`src/rtl/nia_pkg.sv`:
```
package nia_pkg;

    typedef enum logic [4:0] {
        OP_BR_EQ  = 5'b10011,
        OP_BR_NE  = 5'b10100,
        OP_BR_LT  = 5'b10101,
        OP_BR_LTI = 5'b10110,
        OP_BR_GE  = 5'b10111,
        OP_JUMP   = 5'b11010
    } nia_ctrl_op_e;

    localparam int unsigned NIA_OP_W   = 5;
    localparam int unsigned NIA_DATA_W = 32;
    localparam int unsigned NIA_ADDR_W = 16;
    localparam int unsigned NIA_STEP   = 4;

endpackage

```
`src/rtl/nia_ctrl_decode.sv`:
```
module nia_ctrl_decode #(
    parameter int unsigned OP_W   = nia_pkg::NIA_OP_W,
    parameter int unsigned DATA_W = nia_pkg::NIA_DATA_W
) (
    input  logic [OP_W-1:0]   opcode,
    input  logic [DATA_W-1:0] alu_res,
    output logic              is_jump,
    output logic              cond_met
);
    import nia_pkg::*;

    localparam logic [DATA_W-1:0] ONE_WORD = DATA_W'(1);

    always_comb begin
        case (opcode)
            OP_BR_EQ,
            OP_BR_NE,
            OP_BR_LT,
            OP_BR_LTI,
            OP_BR_GE,
            OP_JUMP:  is_jump = 1'b1;
            default:  is_jump = 1'b0;
        endcase
    end

    // Only an exact one counts as taken; any other word is not-taken.
    always_comb begin
        cond_met = (alu_res == ONE_WORD);
    end

endmodule

```
`src/rtl/nia_addr_gen.sv`:
```
module nia_addr_gen #(
    parameter int unsigned ADDR_W = nia_pkg::NIA_ADDR_W,
    parameter int unsigned DATA_W = nia_pkg::NIA_DATA_W,
    parameter int unsigned STEP   = nia_pkg::NIA_STEP
) (
    input  logic [ADDR_W-1:0] pc,
    input  logic [DATA_W-1:0] offset,
    output logic [ADDR_W-1:0] seq_addr,
    output logic [ADDR_W-1:0] tgt_addr
);
    localparam int unsigned HI_W = DATA_W - ADDR_W;

    logic [DATA_W-1:0] full_sum;
    logic              sum_unused_hi;

    always_comb begin
        seq_addr = pc + ADDR_W'(STEP);
        full_sum = {{HI_W{1'b0}}, pc} + offset;
        tgt_addr = full_sum[ADDR_W-1:0];
    end

    // Upper bits of the full-width sum are deliberately dropped.
    assign sum_unused_hi = ^full_sum[DATA_W-1:ADDR_W];

endmodule

```
`src/rtl/nia_addr_select.sv`:
```
module nia_addr_select #(
    parameter int unsigned ADDR_W = nia_pkg::NIA_ADDR_W
) (
    input  logic              is_jump,
    input  logic              cond_met,
    input  logic [ADDR_W-1:0] seq_addr,
    input  logic [ADDR_W-1:0] tgt_addr,
    output logic [ADDR_W-1:0] next_addr
);
    logic [ADDR_W-1:0] first_sel;

    always_comb begin
        first_sel = cond_met ? tgt_addr : seq_addr;
        next_addr = is_jump ? first_sel : seq_addr;
    end

endmodule

```
`src/rtl/nia_unit.sv`:
```
module nia_unit #(
    parameter int unsigned OP_W   = nia_pkg::NIA_OP_W,
    parameter int unsigned DATA_W = nia_pkg::NIA_DATA_W,
    parameter int unsigned ADDR_W = nia_pkg::NIA_ADDR_W,
    parameter int unsigned STEP   = nia_pkg::NIA_STEP
) (
    input  logic              clk,
    input  logic              rst,
    input  logic              en,
    input  logic [OP_W-1:0]   opcode_i,
    input  logic [DATA_W-1:0] offset_i,
    input  logic [DATA_W-1:0] alu_res_i,
    output logic [ADDR_W-1:0] pc_o,
    output logic [ADDR_W-1:0] next_pc_o
);
    typedef struct packed {
        logic [ADDR_W-1:0] pc;
    } nia_state_t;

    nia_state_t        state_d;
    nia_state_t        state_q;
    logic              is_jump;
    logic              cond_met;
    logic [ADDR_W-1:0] seq_addr;
    logic [ADDR_W-1:0] tgt_addr;
    logic [ADDR_W-1:0] next_addr;

    nia_ctrl_decode #(
        .OP_W   (OP_W),
        .DATA_W (DATA_W)
    ) u_decode (
        .opcode   (opcode_i),
        .alu_res  (alu_res_i),
        .is_jump  (is_jump),
        .cond_met (cond_met)
    );

    nia_addr_gen #(
        .ADDR_W (ADDR_W),
        .DATA_W (DATA_W),
        .STEP   (STEP)
    ) u_gen (
        .pc       (state_q.pc),
        .offset   (offset_i),
        .seq_addr (seq_addr),
        .tgt_addr (tgt_addr)
    );

    nia_addr_select #(
        .ADDR_W (ADDR_W)
    ) u_select (
        .is_jump   (is_jump),
        .cond_met  (cond_met),
        .seq_addr  (seq_addr),
        .tgt_addr  (tgt_addr),
        .next_addr (next_addr)
    );

    always_comb begin
        state_d = state_q;
        if (rst) begin
            state_d.pc = '0;
        end else if (en) begin
            state_d.pc = next_addr;
        end
    end

    always_ff @(posedge clk) begin
        state_q <= state_d;
    end

    assign pc_o      = state_q.pc;
    assign next_pc_o = next_addr;

    AST_RESET_ZERO: assert property (@(posedge clk)
        rst |=> (pc_o == '0));

    AST_SEQ_WHEN_PLAIN: assert property (@(posedge clk) disable iff (rst)
        !is_jump |-> (next_pc_o == ADDR_W'(pc_o + ADDR_W'(STEP))));

    AST_SEQ_WHEN_NOT_ONE: assert property (@(posedge clk) disable iff (rst)
        (alu_res_i != DATA_W'(1)) |-> (next_pc_o == ADDR_W'(pc_o + ADDR_W'(STEP))));

    AST_TAKEN_TARGET: assert property (@(posedge clk) disable iff (rst)
        (is_jump && cond_met) |-> (next_pc_o == ADDR_W'(pc_o + offset_i[ADDR_W-1:0])));

    AST_HOLD_IDLE: assert property (@(posedge clk) disable iff (rst)
        !en |=> $stable(pc_o));

    AST_ADVANCE: assert property (@(posedge clk) disable iff (rst)
        en |=> (pc_o == $past(next_pc_o)));

endmodule

```
`config.mk`:
```
export PLATFORM = sky130hd
export DESIGN_NAME = nia_unit
export DESIGN_NICKNAME = d
export VERILOG_FILES = /design/src/rtl/nia_pkg.sv /design/src/rtl/nia_ctrl_decode.sv /design/src/rtl/nia_addr_gen.sv /design/src/rtl/nia_addr_select.sv /design/src/rtl/nia_unit.sv
export SDC_FILE = /design/constraint.sdc
export NUM_CORES = 1
export LEC_CHECK = 0
export ABC_AREA = 1
export BUFFER_PORTS_ARGS = -buffer_cell sky130_fd_sc_hd__buf_2
export CAP_MARGIN = 25
export CORE_UTILIZATION = 30
export CTS_CLUSTER_SIZE = 24
export DETAILED_ROUTE_END_ITERATION = 12
export GPL_ROUTABILITY_DRIVEN = 0
export MAX_ROUTING_LAYER = met4
export PLACE_DENSITY = 0.65
export SLEW_MARGIN = 10
export SYNTH_ARGS = -nofsm -noshare
export SYNTH_HDL_FRONTEND = slang
export SYNTH_SLANG_ARGS = --single-unit
```
`constraint.sdc`:
```
create_clock -name clk -period 2.3 [get_ports clk]
set_input_delay 0.23 -clock clk [delete_from_list [all_inputs] [get_ports clk]]
set_output_delay 0.23 -clock clk [all_outputs]
set_load 0.02 [all_outputs]
```
==> results.sh <==
export IMPL_min_period_over_period_pct=97.6
export IMPL_clkSlewWorstSetupHoldPaths_ps=70
export IMPL_synth_compound_area_share_pct=9.67
export IMPL_max_clock_freq_mhz=446
export IMPL_grt_ovfl_total=0
export IMPL_power_frac_comb_pct=51.2
export IMPL_num_rows=32
export IMPL_crit_start="pc_o[0]"
export IMPL_cts_hold_buf=0
export IMPL_muxShareOfSynthArea_pct=0
export IMPL_hold_ws_ps=398
export IMPL_finalMaxSlewViolations=0
export IMPL_synthAdderAreaFrac_pct=9.15
export IMPL_cp_max_fo=4
export IMPL_netlist_instances=427
export IMPL_synth_seq_cells=16
export IMPL_io_pins=104
export IMPL_netlist_area_mm2=0.00241
export IMPL_min_period_ps=2240
export IMPL_grt_pass1_vias=2695
export IMPL_dp_cells=620
export IMPL_layout_setup_ws_ps=55.5
export IMPL_synth_top_cell_by_area="nand2_1"
export IMPL_p_switching_mw=0.475
export IMPL_cp_arrival_ps=2010
export IMPL_utilization_pct=42.6
export IMPL_dieArea_mm2=0.00839
export IMPL_coreArea_mm2=0.00773
export IMPL_reg2reg_depth=12
export IMPL_tightest_slew_ps=454
export IMPL_vias=2927
export IMPL_p_seq_share_pct=28.7
export IMPL_cts_root_buf="clkbuf_8"
export IMPL_syn_area_per_cell_um2=5.64
export IMPL_dpl_worst_slack_ps=183
export IMPL_cp_end_kind="primary output"
export IMPL_totalPowerFinal_mw=1.12
export IMPL_initial_core_util_pct=31.2
export IMPL_synth_cell_types=31
export IMPL_synth_top_cell_area_share_pct=20.3
export IMPL_synth_xor_area_share_pct=4.37
export IMPL_drt_initial_drc_count=84
export IMPL_clock_power_share_pct=20.1
export IMPL_die_w_um=91.6
export IMPL_drive_above_1_share_pct=34.4
export IMPL_synth_seq_area_share_pct=13.3
export IMPL_drv_cap=0
export IMPL_ant_nets=0
export IMPL_cp_required_ps=2070
export IMPL_post_drt_wl_per_cell_um=11.8
export IMPL_power_density_mw_per_mm2=341
export IMPL_critPathLaunchType="register"
export IMPL_htreeDepth=1
export IMPL_endpoint="next_pc_o[6]"
export IMPL_wl_um=7400
export IMPL_cts_inserted_buffers=3
export IMPL_synthArstFlopShare_pct=0
export IMPL_internal_power_mw=0.646
export IMPL_rsz0062_at_grt="true"
export IMPL_stdcell_count=625
export IMPL_grt_start_max_net_pins=22
export IMPL_ir_worst_vdd_v=0.000150
export IMPL_synth_edf_count=0
export IMPL_grt_usage_pct=18.0
export IMPL_synthToLayoutAreaGrowth_pct=36.7
export IMPL_synth_top_family_by_area="simple AND/OR/NAND/NOR gates"
export IMPL_nNetsFinal=614
export IMPL_clk_insertion_delay_late_ps=260
export IMPL_routed_via_density=4.68
export IMPL_antenna_found_initial=0
export IMPL_worstSetupPathType="reg -> out"
export IMPL_hold_viol=0
export IMPL_status="finished clean"
export IMPL_synthesis_nets=516
export IMPL_relSlewSlack_pct=69.7
export IMPL_timing_rr_end="pc_o[14]"
export IMPL_yosysWarnings=0
export IMPL_skew_ps=2.38
export IMPL_ys_flop_type="dfxtp_1"
export IMPL_io_buffers=87
export IMPL_clk_path_buf_depth=2
export IMPL_setup_viol=0
export IMPL_p_sw_share_pct=42.4
export IMPL_p_leak_nw=1.84
export IMPL_grt_pass1_wl_um=11900
export IMPL_synth_area_leaders="nand2_1, dfxtp_1, inv_1"
export IMPL_diodes=0
export IMPL_die_h_um=91.6
export IMPL_drcViolationCount=0
export IMPL_cts_tree="built"
export IMPL_place_hpwl_um=5930
export IMPL_hold_path_class="in -> reg"
export IMPL_clock_sinks=16
export IMPL_r2r_start="pc_o[0]"
export IMPL_drt_pass1_iterations=4
export IMPL_r2r_slack_ps=460
export IMPL_largest_register_ffs=16
export IMPL_synthSimpleGateAreaFrac_pct=49.3
[cell usage in the layout, fill, tap and decap left out, types with 4 or more instances in the layout]
cell / netlist / routed
a21oi_1: 18 / 14
a21oi_2: 5 / 9
and2_1: 6 / 6
buf_2: 1 / 83
buf_4: 0 / 12
dfxtp_1: 16 / 10
dfxtp_2: 0 / 5
ha_1: 16 / 6
ha_4: 0 / 9
inv_1: 81 / 80
inv_2: 3 / 4
nand2_1: 130 / 121
nand2_2: 6 / 14
nand3_1: 26 / 23
nand3_2: 7 / 10
nand3b_1: 4 / 4
nand4_1: 9 / 9
nor2_1: 51 / 47
nor2_2: 4 / 8
nor2_4: 5 / 5
o21ai_0: 9 / 9
o21ai_2: 5 / 5
xor2_1: 11 / 10
[synth_stat cells (all sizes together) (3+ instances only)]
library cell    n
nand4          10
nor2           60
clkbuf          3
o21ai          16
nand3b          5
inv            84
xor2           11
dfxtp          16
nand2         136
ha             16
nand3          34
and2            6
a21oi          23
[routing by layer]
layer  global-route usage (%)  up-vias  wire length, um
li1                         -     1511                -
met3                     1.68       11              353
met5                        -        -                0
met2                     30.6       89             3610
met1                     22.4     1316             3350
met4                     5.42        0               96
[kinds of logic (layout without fill, tap and decap cells)]
logic type               after synthesis  in the layout
AND/OR/NAND/NOR                      254            254
buffers and inverters                 89            185
AO/OA/AOI/OAI                         39             39
adder cells (fa/ha/maj)               17             17
flip-flops                            16             16
XOR/XNOR                              12             12
[worst min-delay path by stage]
stage / cells past startpoint / from / endpoint
after global routing: 4 / rst / pc_o[3]
after global placement: 4 / pc_o[0] / pc_o[0]
final: 4 / rst / pc_o[15]
after detailed placement: 4 / pc_o[0] / pc_o[0]
after floorplan: 3 / rst / pc_o[7]
after CTS: 4 / rst / pc_o[15]
[final cells by class]
| class | count | area (um2) |
|---|---|---|
| Fill cell | 828 | 4440 |
| Multi-Input combinational cell | 322 | 1940 |
| Timing Repair Buffer | 98 | 539 |
| Sequential cell | 16 | 330 |
| Inverter | 84 | 315 |
| Tap cell | 102 | 128 |
| Clock buffer | 3 | 41.3 |
[power by group through the flow]
stage	Sequential, mW	Combinational (mW)	Clock (mW)
6_report	0.322	0.574	0.225
5_1_grt	0.325	0.641	0.233
4_1_cts	0.316	0.516	0.226
3_5_place_dp	0.322	0.508	0
3_3_place_gp	0.322	0.503	0
2_1_floorplan	0.348	0.308	0
[metrics by stage]
step,instance area (um2),setup TNS (ps)
final,3290,0
after global routing,3290,-144
after CTS,3070,0
after detailed placement,3010,0
after global placement,3010,0
after floorplan,2410,0
[critical path, stage by stage, from the launching register on]
cell,delay (ps)
dfxtp_4,360
ha_4,160
fa_2,390
nand2_2,80
nand2_1,60
nand3_2,80
nand2_4,70
xor2_2,150
o21ai_2,180
inv_2,70
buf_6,130
[repair_timing]
item	in CTS	in global routing
gates resized for setup	3	47
setup buffers	1	1
pin swaps	2	9
setup endpoints to repair	5	10
Power figures use the tool's default switching activity.
